`config.mk`:
```
export PLATFORM = sky130hd
export DESIGN_NAME = desc_chain_engine
export DESIGN_NICKNAME = d
export VERILOG_FILES = /design/src/rtl/ldf_pkg.sv /design/src/rtl/ldf_regs.sv /design/src/rtl/ldf_seq.sv /design/src/rtl/desc_chain_engine.sv
export SDC_FILE = /design/constraint.sdc
export NUM_CORES = 1
export LEC_CHECK = 0
export BUFFER_PORTS_ARGS = -buffer_cell sky130_fd_sc_hd__buf_2
export CAP_MARGIN = 20
export CELL_PAD_IN_SITES_DETAIL_PLACEMENT = 1
export CELL_PAD_IN_SITES_GLOBAL_PLACEMENT = 2
export CORE_AREA = 2 2 303 185
export CTS_BUF_LIST = sky130_fd_sc_hd__clkbuf_4 sky130_fd_sc_hd__clkbuf_8
export CTS_CLUSTER_DIAMETER = 60
export DETAILED_ROUTE_END_ITERATION = 16
export DIE_AREA = 0 0 305 187
export PLACE_DENSITY_LB_ADDON = 0.1
export SYNTH_ARGS = -nofsm -noshare
export SYNTH_HDL_FRONTEND = slang
export SYNTH_SLANG_ARGS = --single-unit
```
`constraint.sdc`:
```
create_clock -name clk -period 2.95 [get_ports clk]
set_input_delay 0.295 -clock clk [delete_from_list [all_inputs] [get_ports clk]]
set_output_delay 0.295 -clock clk [all_outputs]
set_load 0.02 [all_outputs]
```
`src/rtl/ldf_pkg.sv`:
```
package ldf_pkg;
  localparam int IDX_W = 4;

  // register word indices; descriptor words use the same order
  localparam logic [IDX_W-1:0] W_SRC   = 4'd0;
  localparam logic [IDX_W-1:0] W_DST   = 4'd1;
  localparam logic [IDX_W-1:0] W_XCNT  = 4'd2;
  localparam logic [IDX_W-1:0] W_ZY    = 4'd3;
  localparam logic [IDX_W-1:0] W_SSTEP = 4'd4;
  localparam logic [IDX_W-1:0] W_DSTEP = 4'd5;
  localparam logic [IDX_W-1:0] W_LINK  = 4'd7;
  localparam logic [IDX_W-1:0] W_CTRL  = 4'd8;

  typedef enum logic [1:0] {
    ST_IDLE  = 2'd0,
    ST_RUN   = 2'd1,
    ST_FETCH = 2'd2
  } ldf_state_e;
endpackage

```
`src/rtl/ldf_regs.sv`:
```
module ldf_regs
  import ldf_pkg::*;
#(
  parameter int DATA_W   = 32,
  parameter int LEN_W    = 16,
  parameter int WORD_LSB = 2,
  parameter int LINK_LSB = 5
) (
  input  logic              clk,
  input  logic              rst,
  input  logic              we,
  input  logic [IDX_W-1:0]  widx,
  input  logic [DATA_W-1:0] wdata,
  input  logic              clr_en,
  input  logic [IDX_W-1:0]  ridx,
  output logic [DATA_W-1:0] rdata,
  output logic [DATA_W-1:0] src,
  output logic [DATA_W-1:0] dst,
  output logic [LEN_W-1:0]  xcnt,
  output logic [DATA_W-1:0] link,
  output logic [DATA_W-1:0] ctrl
);
  localparam int PAD_W = DATA_W - LEN_W;

  logic [DATA_W-1:0] zy, sstep, dstep;
  logic [DATA_W-1:0] rd_mux;

  always_comb begin
    case (ridx)
      W_SRC:   rd_mux = src;
      W_DST:   rd_mux = dst;
      W_XCNT:  rd_mux = {{PAD_W{1'b0}}, xcnt};
      W_ZY:    rd_mux = zy;
      W_SSTEP: rd_mux = sstep;
      W_DSTEP: rd_mux = dstep;
      W_LINK:  rd_mux = link;
      W_CTRL:  rd_mux = ctrl;
      default: rd_mux = '0;
    endcase
  end

  always_ff @(posedge clk) begin
    if (rst) begin
      src   <= '0;
      dst   <= '0;
      xcnt  <= '0;
      zy    <= '0;
      sstep <= '0;
      dstep <= '0;
      link  <= '0;
      ctrl  <= '0;
      rdata <= '0;
    end else begin
      rdata <= rd_mux;
      if (we) begin
        case (widx)
          W_SRC:   src   <= {wdata[DATA_W-1:WORD_LSB], {WORD_LSB{1'b0}}};
          W_DST:   dst   <= {wdata[DATA_W-1:WORD_LSB], {WORD_LSB{1'b0}}};
          W_XCNT:  xcnt  <= wdata[LEN_W-1:0];
          W_ZY:    zy    <= wdata;
          W_SSTEP: sstep <= wdata;
          W_DSTEP: dstep <= wdata;
          W_LINK:  link  <= {wdata[DATA_W-1:LINK_LSB], {LINK_LSB{1'b0}}};
          W_CTRL:  ctrl  <= wdata;
          default: ;
        endcase
      end else if (clr_en) begin
        ctrl[0] <= 1'b0;
      end
    end
  end
endmodule

```
`src/rtl/ldf_seq.sv`:
```
module ldf_seq
  import ldf_pkg::*;
#(
  parameter int ADDR_W = 32
) (
  input  logic              clk,
  input  logic              rst,
  input  logic              sw_start,
  input  logic              sw_stop,
  input  logic              seg_done,
  input  logic [ADDR_W-1:0] link,
  input  logic              mem_rvalid,
  input  logic              fetched_en,
  output logic              busy,
  output logic              seg_valid,
  output logic              mem_req,
  output logic [ADDR_W-1:0] mem_addr,
  output logic              fetch_we,
  output logic [IDX_W-1:0]  fetch_idx,
  output logic              clr_en
);
  localparam logic [ADDR_W-1:0] WORD_BYTES = ADDR_W'(4);

  ldf_state_e       state;
  logic [IDX_W-1:0] idx;
  logic             link_zero;
  logic             last_word;

  assign link_zero = (link == '0);
  assign last_word = (idx == W_CTRL);
  assign fetch_we  = (state == ST_FETCH) && mem_rvalid && !sw_stop;
  assign fetch_idx = idx;
  assign clr_en    = (state == ST_RUN) && seg_done && !sw_stop && link_zero;

  always_ff @(posedge clk) begin
    if (rst) begin
      state     <= ST_IDLE;
      busy      <= 1'b0;
      seg_valid <= 1'b0;
      mem_req   <= 1'b0;
      mem_addr  <= '0;
      idx       <= '0;
    end else begin
      seg_valid <= 1'b0;
      case (state)
        ST_IDLE: begin
          if (sw_start) begin
            state     <= ST_RUN;
            busy      <= 1'b1;
            seg_valid <= 1'b1;
          end
        end
        ST_RUN: begin
          if (sw_stop) begin
            state <= ST_IDLE;
            busy  <= 1'b0;
          end else if (seg_done) begin
            if (link_zero) begin
              state <= ST_IDLE;
              busy  <= 1'b0;
            end else begin
              state    <= ST_FETCH;
              mem_req  <= 1'b1;
              mem_addr <= link;
              idx      <= '0;
            end
          end
        end
        ST_FETCH: begin
          if (sw_stop) begin
            state   <= ST_IDLE;
            busy    <= 1'b0;
            mem_req <= 1'b0;
          end else if (mem_rvalid) begin
            if (last_word) begin
              mem_req <= 1'b0;
              if (fetched_en) begin
                state     <= ST_RUN;
                seg_valid <= 1'b1;
              end else begin
                state <= ST_IDLE;
                busy  <= 1'b0;
              end
            end else begin
              idx      <= idx + 1'b1;
              mem_addr <= mem_addr + WORD_BYTES;
            end
          end
        end
        default: begin
          state   <= ST_IDLE;
          busy    <= 1'b0;
          mem_req <= 1'b0;
        end
      endcase
    end
  end
endmodule

```
`src/rtl/desc_chain_engine.sv`:
```
module desc_chain_engine
  import ldf_pkg::*;
#(
  parameter int DATA_W = 32,
  parameter int LEN_W  = 16
) (
  input  logic              clk,
  input  logic              rst,
  input  logic              reg_wr_en,
  input  logic [3:0]        reg_wr_word,
  input  logic [DATA_W-1:0] reg_wr_data,
  input  logic [3:0]        reg_rd_word,
  output logic [DATA_W-1:0] reg_rd_data,
  output logic              mem_req,
  output logic [DATA_W-1:0] mem_addr,
  input  logic              mem_rvalid,
  input  logic [DATA_W-1:0] mem_rdata,
  output logic              seg_valid,
  output logic [DATA_W-1:0] seg_src,
  output logic [DATA_W-1:0] seg_dst,
  output logic [LEN_W-1:0]  seg_len,
  output logic [DATA_W-1:0] seg_ctrl,
  input  logic              seg_done,
  output logic              busy
);
  logic              sw_ctrl, sw_start, sw_stop, sw_we;
  logic              fetch_we, clr_en;
  logic [IDX_W-1:0]  fetch_idx;
  logic              rf_we;
  logic [IDX_W-1:0]  rf_idx;
  logic [DATA_W-1:0] rf_data;
  logic [DATA_W-1:0] link;

  assign sw_ctrl  = reg_wr_en && (reg_wr_word == W_CTRL);
  assign sw_start = sw_ctrl && reg_wr_data[0] && !busy;
  assign sw_stop  = sw_ctrl && !reg_wr_data[0] && busy;
  assign sw_we    = reg_wr_en && (!busy || sw_stop);

  assign rf_we   = sw_we || fetch_we;
  assign rf_idx  = sw_we ? reg_wr_word : fetch_idx;
  assign rf_data = sw_we ? reg_wr_data : mem_rdata;

  ldf_regs #(.DATA_W(DATA_W), .LEN_W(LEN_W)) regs_i (
    .clk   (clk),
    .rst   (rst),
    .we    (rf_we),
    .widx  (rf_idx),
    .wdata (rf_data),
    .clr_en(clr_en),
    .ridx  (reg_rd_word),
    .rdata (reg_rd_data),
    .src   (seg_src),
    .dst   (seg_dst),
    .xcnt  (seg_len),
    .link  (link),
    .ctrl  (seg_ctrl)
  );

  ldf_seq #(.ADDR_W(DATA_W)) seq_i (
    .clk       (clk),
    .rst       (rst),
    .sw_start  (sw_start),
    .sw_stop   (sw_stop),
    .seg_done  (seg_done),
    .link      (link),
    .mem_rvalid(mem_rvalid),
    .fetched_en(mem_rdata[0]),
    .busy      (busy),
    .seg_valid (seg_valid),
    .mem_req   (mem_req),
    .mem_addr  (mem_addr),
    .fetch_we  (fetch_we),
    .fetch_idx (fetch_idx),
    .clr_en    (clr_en)
  );
endmodule

```
=== Word-level counts from Yosys, hierarchy flattened ===
Cells that the tools add are included.

* Word-level logic and storage cells: 136
* Output and inout port bits: 179
* Input bits: 77
* Register bits: 304

* Reductions and logical operators: 35
* Muxes and demuxes: 51
* Eq/ne operators: 31
* Bitwise logic cells: 1
* Add/sub/neg operators: 2

{| class="wikitable"
|+ Operator list
! kind !! count
|-
| 32-bit case mux with 8 select lines || 1
|-
| 32-bit 2-to-1 mux || 7
|-
| 32-bit case mux with 2 select lines || 1
|-
| 32-bit by 3-bit adder with 32-bit output (second input constant) || 1
|-
| 32-bit logical NOT || 1
|-
| 4-bit 2-to-1 mux || 7
|-
| 4-bit by 3-bit equality test with 1-bit output (second input constant) || 6
|-
| 1-bit 2-to-1 mux || 23
|-
| 2-bit AND reduction || 9
|-
| 4-bit by 2-bit equality test with 1-bit output (second input constant) || 4
|-
| 4-bit equality test (second input constant) || 4
|-
| 2-bit 2-to-1 mux || 7
|-
| 2-bit != test (second input constant) || 7
|-
| 6-bit AND reduction || 2
|-
| 1-bit logical AND || 11
|-
| 3-bit by 2-bit != test with 1-bit output (second input constant) || 3
|-
| 4-bit by 1-bit equality test with 1-bit output (second input constant) || 2
|-
| 4-bit logical NOT || 2
|-
| 4-bit case mux with 2 select lines || 1
|-
| 7-bit AND reduction || 1
|-
| 3-bit by 1-bit != test with 1-bit output (second input constant) || 2
|-
| 1-bit case mux with 3 select lines || 2
|-
| 2-bit case mux with 3 select lines || 1
|-
| 4-bit by 1-bit adder with 4-bit output (second input constant) || 1
|-
| other kinds (10) || 14
|}

=== Logic depth before layout (Yosys ltp) ===
Gate-level depths: netlist of run 1.

* Depth after elaboration: 10
* Gate-level depth with buffers: 9
* Gate-level depth less buffers: 7

=== Hierarchy ===
From an unflattened synthesis of run 1, not the netlist that was laid out.

* Cells, all modules: 1732
* Area, all modules: 14237.4 µm²

{| class="wikitable"
|+ Modules (own cells, without submodules)
! module !! sequential area each (µm²) !! instances !! area each (µm²) !! cells each
|-
| ldf_regs || 5265.0 || 1 || 10861.7 || 1320
|-
| ldf_seq || 820.8 || 1 || 2775.2 || 366
|-
| desc_chain_engine || 0.0 || 1 || 600.6 || 46
|}

=== Worst setup path after synthesis of run 1 ===
Ideal clock, no wire load.

* Kind: input to register
* From: in reg_wr_word[0]
* To: reg regs_i.dstep[25]
* Arrival time: 2.155 ns
* Library setup time: 0.116 ns
* Required time: 2.834 ns
* Stages on the path: 8
* Buffers on the path: 2
* Setup slack: 0.679 ns
* Cells stage by stage: or4b_4 > o21ai_4 > a31o_2 > a2111o_1 > buf_2 > buf_1 > nor3_1 > a31o_2

* Word-level cells in the longest chain between the ends: 9
* Elaborated cells between the ends (all ways): 13
* Classes of those cells: eq/ne (2); mux (2); reduce/logical (9)

{| class="wikitable"
|+ Ends and longest elaborated chain
! element !! RTL line !! RTL
|-
| start: declaration || desc_chain_engine.sv:10 || <nowiki>input logic [3:0] reg_wr_word,</nowiki>
|-
| 4-bit equality test || desc_chain_engine.sv:34 || <nowiki>assign sw_ctrl = reg_wr_en && (reg_wr_word == W_CTRL);</nowiki>
|-
| 1-bit logical AND || desc_chain_engine.sv:34 ||
|-
| 1-bit logical AND (2 in series) || desc_chain_engine.sv:36 || <nowiki>assign sw_stop = sw_ctrl && !reg_wr_data[0] && busy;</nowiki>
|-
| 1-bit logical OR || desc_chain_engine.sv:37 || <nowiki>assign sw_we = reg_wr_en && (!busy || sw_stop);</nowiki>
|-
| 1-bit logical AND || desc_chain_engine.sv:37 ||
|-
| 4-bit 2-to-1 mux || desc_chain_engine.sv:40 || <nowiki>assign rf_idx = sw_we ? reg_wr_word : fetch_idx;</nowiki>
|-
| 4-bit by 3-bit equality test with 1-bit output || ldf_regs.sv:56 || <nowiki>case (widx)</nowiki>
|-
| 2-bit AND reduction (no line) || - ||
|-
| end signal: assignment || ldf_regs.sv:62 || <nowiki>W_DSTEP: dstep <= wdata;</nowiki>
|-
| end: declaration || ldf_regs.sv:25 || <nowiki>logic [DATA_W-1:0] zy, sstep, dstep;</nowiki>
|}

Several ways; a longest one is shown, not always the timed one.
A chain may end at the register's enable or synchronous reset.

=== Final worst setup path of run 1 ===
* From: reg regs_i.link[25]
* To: reg seq_i.mem_addr[7]

* Word-level cells in the longest chain between the ends: 3

{| class="wikitable"
|+ Ends and longest elaborated chain
! element !! RTL line !! RTL
|-
| start: declaration || ldf_regs.sv:20 || <nowiki>output logic [DATA_W-1:0] link,</nowiki>
|-
| start signal: assignment || ldf_regs.sv:63 || <nowiki>W_LINK: link <= {wdata[DATA_W-1:LINK_LSB], {LINK_LSB{1'b0}}};</nowiki>
|-
| 32-bit logical NOT || ldf_seq.sv:29 || <nowiki>assign link_zero = (link == '0);</nowiki>
|-
| 2-bit != test (no line) || - ||
|-
| 7-bit AND reduction (no line) || - ||
|-
| end signal: assignment || ldf_seq.sv:64 || <nowiki>mem_addr <= link;</nowiki>
|-
| end signal: assignment || ldf_seq.sv:86 || <nowiki>mem_addr <= mem_addr + WORD_BYTES;</nowiki>
|-
| end: declaration || ldf_seq.sv:17 || <nowiki>output logic [ADDR_W-1:0] mem_addr,</nowiki>
|}

No other way between the ends.

==> results.json, run 1 <==
{
  "status": "completed",
  "overflow": 0,
  "cts_sinks": 302,
  "vias_per_cell": 5.12,
  "p_leak_nw": 8.07,
  "post_cts_buffers": 0,
  "place_ws_ns": 0.238,
  "layout_setup_ws_ns": 0.343,
  "slew-limit-headroom_pct": 45.9,
  "place_area_sq_um": 15900,
  "grt_max_degree": 86,
  "crit_path_end": "seq_i.mem_addr[7]",
  "fp.dieH_microns": 187,
  "syn_area_per_cell_sq_um": 9.36,
  "cts_made_buffers": 52,
  "rows": 67,
  "layout.cells.non_filler": 2446,
  "syn_inst": 1434,
  "io_buffers": 249,
  "synth_area_sq_um": 13400,
  "max_freq_mhz": 384,
  "clock_latency_ns": 0.62,
  "worst_pin_slew_ns": 0.812,
  "routedWlPerCell_microns": 23.2,
  "core_sq_um": 54700,
  "reg2reg_from": "regs_i.link[25]",
  "hold_path.class": "input pin to flop",
  "vdd_drop_max_mv": 0.291,
  "timing_worst_setup_path_type": "flop to flop",
  "synth_top_area_cell": "dfxtp_1",
  "clock_skew_ns": 0.0293,
  "ys_seq_elements": 302,
  "synth_cell_types": 63,
  "htreeDepth": 2,
  "crit_buf_inv": 0,
  "clock_path_buffers": 3,
  "worstPathMaxFanout": 32,
  "combPwrFrac_pct": 9.2,
  "holdWs_ns": 0.0525,
  "seq_area_frac_synth_pct": 45.1,
  "synth_area_leaders": "dfxtp_1 45%, a21o_1 11%, nor3b_1 11%",
  "fin_util_pct": 31.3,
  "startpoint_type": "flop",
  "yosysWarningCount": 0,
  "setup_viol": 0,
  "synth_edf_count": 0,
  "die_w_microns": 305,
  "critPathCaptureType": "flop",
  "die-area_sq_um": 57000,
  "drt_iter0_drc": 670,
  "nets": 1761,
  "final_area_sq_um": 17100,
  "wirelength_microns": 56800,
  "internal-power_mw": 6.95,
  "num_vias": 12500,
  "firstDrtPassIters": 8,
  "drc": 0,
  "seqPwrFrac_pct": 44.7,
  "initial_utilization_pct": 24.5,
  "area_delta_synth_final_pct": 27.5,
  "crit_cells": 6,
  "cts_tree": "built",
  "power_density_nw_per_um2": 554,
  "grt_use_total_pct": 19.4,
  "async_flop_share_pct": 0,
  "post_cts_resized": 0,
  "hold_viol": 0,
  "power_switching_mw": 2.53,
  "post-route-period-util_pct": 88.4,
  "path_delay_family": "simple AND/OR/NAND/NOR gates",
  "cp_data_arrival_time_ns": 3.04,
  "r2r_setup_slack_ns": 0.34,
  "synth_ff_type": "dfxtp_1",
  "finalMaxSlewViolations": 0,
  "n_fill_cell": 6321,
  "period_minus_slack_ns": 2.61,
  "cap_violations": 0,
  "clkTransAtPathRegs_ns": 0.06,
  "cp.required_ns": 3.38,
  "place_congestion": 0.783,
  "grt_pass1_vias": 12800,
  "r2r_cells": 6,
  "antenna_found_initial": 1,
  "ios": 256,
  "power.total_mw": 9.48,
  "hpwl_microns": 38200,
  "grt_setup_unrepaired": "false",
  "antennaDiodeCount": 0,
  "post-place-cells": 2351,
  "slowest_delay_ns": 0.53,
  "layout-drive-gt1-share_pct": 27.6,
  "critical_path.startpoint": "regs_i.link[25]",
  "min-delay-start": "mem_rdata[0]",
  "cts_hold_buf": 0,
  "slowest_stage": "a31o_2",
  "ant_nets": 0,
  "crit_chain": "nor4_1 -> nand3_1 -> or3_1 -> a31o_2 -> a21oi_1 -> a311oi_1",
  "yosysTopAreaCellShare_pct": 45.1,
  "setup_tns_ns": 0,
  "cts-root-buf": "clkbuf_8",
  "swShare_pct": 26.7,
  "rr_endpoint": "seq_i.mem_addr[7]",
  "pwr-share-clk_pct": 46.1,
  "grt_pass1_wl_microns": 84900
}
-- worst register-to-register path: cells and delay by family, from the launching register on --
family | cells | cell delay, ns
simple gates | 3 | 1.22
compound gates | 3 | 0.86
flops | 1 | 0.35
-- kinds of logic (layout without fill, tap and decap cells) --
| family | Yosys count | count (layout) | synth area share [%] |
|---|---|---|---|
| buffers and inverters | 144 | 427 | 4.35 |
| other | 1 | 6 | 0.0279 |
| flip-flops | 302 | 302 | 45.1 |
| AO/OA/AOI/OAI | 507 | 507 | 28.0 |
| XOR/XNOR | 2 | 2 | 0.131 |
| AND/OR/NAND/NOR | 440 | 440 | 19.5 |
| multiplexers | 35 | 35 | 2.61 |
| adder cells (fa/ha/maj) | 3 | 3 | 0.280 |
-- power groups by stage --
stage               sequential [mW]  combinational [mW]  clock [mW]
finish                         4.24               0.868        4.37
global route                   4.25               0.935        4.69
CTS                            4.24               0.884        4.52
detailed placement             4.33               0.881           0
global placement               4.33               0.873           0
floorplan                      4.38               0.388           0
-- area by class of cell --
type                    instances  area [sq um]  area share [%]
clock inverters                 6          92.6           0.541
clock buffers                  89          1090            6.35
inverters                       9          33.8           0.197
multi-input cells             993          6920            40.4
flip-flops and latches        302          6050            35.3
well taps                     724           906            5.29
repair buffers                323          2020            11.8
-- registers in the layout (all words and copies together) (netlist names), 4 cells and up --
| name | count |
|---|---|
| regs_i.ctrl | 32 |
| regs_i.rdata | 32 |
| seq_i.fetch_idx | 4 |
| regs_i.xcnt | 16 |
| regs_i.dstep | 32 |
| regs_i.dst | 30 |
| seq_i.mem_addr | 30 |
| regs_i.zy | 32 |
| regs_i.sstep | 32 |
| regs_i.src | 30 |
| regs_i.link | 27 |
-- how the worst min path moves through the flow --
stage | end | slack (ns) | depth (start not counted)
final | seq_i.seg_valid | 0.05 | 3
after global placement | regs_i.zy[0] | 0.45 | 2
after floorplan | regs_i.zy[0] | 0.43 | 2
after detailed placement | regs_i.sstep[0] | 0.45 | 2
after CTS | seq_i.seg_valid | 0.006 | 3
after global routing | seq_i.seg_valid | 0.05 | 3
-- layout by cell type (no fill, tap or decap), types with 22 or more instances in the layout --
| cell type | n |
|---|---|
| dfxtp_1 | 302 |
| buf_2 | 248 |
| a21o_1 | 198 |
| nor3b_1 | 192 |
| a22oi_1 | 85 |
| clkbuf_8 | 67 |
| nand2_1 | 64 |
| nor2_1 | 61 |
| buf_4 | 57 |
| a21oi_1 | 45 |
| nor3_1 | 41 |
| mux2i_1 | 35 |
| a31o_2 | 33 |
| o21ai_0 | 28 |
| a31oi_1 | 24 |
| clkbuf_4 | 22 |
-- cell usage after synthesis (all sizes together) (12+ instances only) --
cell type	instances
nor3	44
a222oi	21
dfxtp	302
o21ai	30
a22oi	85
a41oi	12
a31o	33
nand2	65
a21o	198
nor2	64
mux2i	35
a211oi	16
nand3	18
clkbuf	105
buf	30
nor3b	193
a21oi	48
a31oi	25
-- layer usage --
metal	track usage, %	vias up	wire length (microns)
li1	-	5925	-
met1	26.6	6285	27500
met2	32.3	233	26300
met3	2.79	73	1920
met4	4.28	0	1030
met5	0	-	0
Power figures use the tool's default switching activity.
==> run 2: changes to the inputs <==
--- a/config.mk
+++ b/config.mk
@@ -9,11 +9,11 @@
 export CAP_MARGIN = 20
 export CELL_PAD_IN_SITES_DETAIL_PLACEMENT = 1
 export CELL_PAD_IN_SITES_GLOBAL_PLACEMENT = 2
-export CORE_AREA = 2 2 303 185
+export CORE_AREA = 2 2 235 237
 export CTS_BUF_LIST = sky130_fd_sc_hd__clkbuf_4 sky130_fd_sc_hd__clkbuf_8
 export CTS_CLUSTER_DIAMETER = 60
 export DETAILED_ROUTE_END_ITERATION = 16
-export DIE_AREA = 0 0 305 187
+export DIE_AREA = 0 0 237 239
 export PLACE_DENSITY_LB_ADDON = 0.1
 export SYNTH_ARGS = -nofsm -noshare
 export SYNTH_HDL_FRONTEND = slang
==> run 2 against run 1 <==
Compared with the run above:
- clock power increased by 7.1%
- sequential share of layout area fell by 0.21 points
- fmax down 0.59%
- global-route usage is 0.94 points higher
- via count rose by 1.7%
- flip-flop and latch count stayed put
- cell area rose by 0.59%
- sequential power about the same
- die area shrank 0.69%
- register-to-register slack got worse by 0.02 ns
- count of clock-buffer cells in the layout is 9 higher
==> results.json, run 2 (same netlist as run 1, synthesis figures left out) <==
{
  "cts_sinks": 302,
  "vdd_drop_max_mv": 0.258,
  "fin_util_pct": 31.7,
  "cts-root-buf": "clkbuf_8",
  "die_w_microns": 237,
  "critPathCaptureType": "flop",
  "grt_pass1_wl_microns": 86400,
  "place_area_sq_um": 15900,
  "area_delta_synth_final_pct": 28.3,
  "fp.dieH_microns": 239,
  "initial_utilization_pct": 24.7,
  "clock_path_buffers": 3,
  "clock_skew_ns": 0.0341,
  "io_buffers": 249,
  "post-place-cells": 2332,
  "layout-drive-gt1-share_pct": 28.2,
  "clock_latency_ns": 0.67,
  "cp_data_arrival_time_ns": 3.18,
  "n_fill_cell": 6211,
  "slew-limit-headroom_pct": 44.6,
  "clkTransAtPathRegs_ns": 0.06,
  "worst_pin_slew_ns": 0.831,
  "slowest_stage": "a31o_2",
  "place_ws_ns": 0.112,
  "startpoint_type": "flop",
  "routedWlPerCell_microns": 24.1,
  "nets": 1772,
  "layout_setup_ws_ns": 0.328,
  "cts_made_buffers": 61,
  "firstDrtPassIters": 6,
  "ios": 256,
  "overflow": 0,
  "htreeDepth": 2,
  "wirelength_microns": 58900,
  "drt_iter0_drc": 799,
  "timing_worst_setup_path_type": "flop to flop",
  "num_vias": 12700,
  "cts_tree": "built",
  "final_cell_mix": "302 x dfxtp_1, 248 x buf_2, 198 x a21o_1",
  "rows": 86,
  "hpwl_microns": 40800,
  "holdWs_ns": 0.0554,
  "setup_viol": 0,
  "ant_nets": 0,
  "grt_max_degree": 84,
  "slowest_delay_ns": 0.67,
  "die-area_sq_um": 56600,
  "power.total_mw": 9.79,
  "p_leak_nw": 8.14,
  "max_freq_mhz": 381,
  "crit_chain": "inv_1 -> ha_1 -> and3_1 -> nor3_1 -> a31o_2 -> o21ai_0 -> a221oi_1",
  "grt_setup_unrepaired": "false",
  "period_minus_slack_ns": 2.62,
  "grt_use_total_pct": 20.3,
  "path_delay_family": "compound AO/OA/AOI/OAI gates",
  "vias_per_cell": 5.21,
  "grt_pass1_vias": 12800,
  "antenna_found_initial": 2,
  "setup_tns_ns": 0,
  "place_congestion": 0.768,
  "cp.required_ns": 3.51,
  "cap_violations": 0,
  "hold_path.class": "input pin to flop",
  "worstPathMaxFanout": 32,
  "crit_buf_inv": 1,
  "post-route-period-util_pct": 88.9,
  "power_density_nw_per_um2": 569,
  "final_area_sq_um": 17200,
  "drc": 0,
  "mostFrequentLayoutCell": "dfxtp_1",
  "status": "completed",
  "finalMaxSlewViolations": 0,
  "hold_viol": 0,
  "layout.cells.non_filler": 2442,
  "core_sq_um": 54300
}
[run 2: cell count changes in the layout (fill, tap and decap cells not counted), moves of 2 or more]
cell / previous run / this run
inv_8: 2 / 0
diode_2: 0 / 2
clkbuf_4: 22 / 19
buf_4: 57 / 60
buf_12: 17 / 15
clkbuf_8: 67 / 80
clkinv_2: 2 / 6
[run 2: power breakdown]
part	total [mW]	leakage (nW)	internal (mW)	switching (mW)
sequential	4.25	2.44	4.17	0.0798
combinational	0.868	5.00	0.289	0.579
clock	4.68	0.704	2.71	1.97
[run 2: per-layer routing]
metal	track usage (%)	share of wire (%)	vias to the layer above
met4	5.22	1.8	0
met2	31.1	44	299
met3	2.70	4.4	64
met1	29.9	50	6418
li1	-	-	5948
met5	0	0	-
[run 2: path summary, 6_finish.rpt]
kind	slack, ns	to	start	cells after the start
setup / recovery	0.33	seq_i.mem_addr[21]	seq_i.fetch_idx[1]	7
hold / removal	0.06	seq_i.state[1]	seg_done	2
setup reg to reg	0.33	seq_i.mem_addr[21]	seq_i.fetch_idx[1]	7
hold reg to reg	0.47	regs_i.sstep[0]	regs_i.sstep[0]	2
[run 2: cell type report]
type	count	area, sq um	share of cell area, %
Antenna cell	2	5.00	0.0291
Clock buffer	98	1230	7.15
Clock inverter	9	85.1	0.494
Inverter	9	33.8	0.196
Multi-Input combinational cell	993	6920	40.2
Sequential cell	302	6050	35.1
Tap cell	704	881	5.12
Timing Repair Buffer	325	2020	11.7
[run 2: repair_timing]
action,4_1_cts,5_1_grt
setup buffers,0,0
gates resized for setup,0,0
endpoints found under the hold margin,2,0
hold buffers,1,0
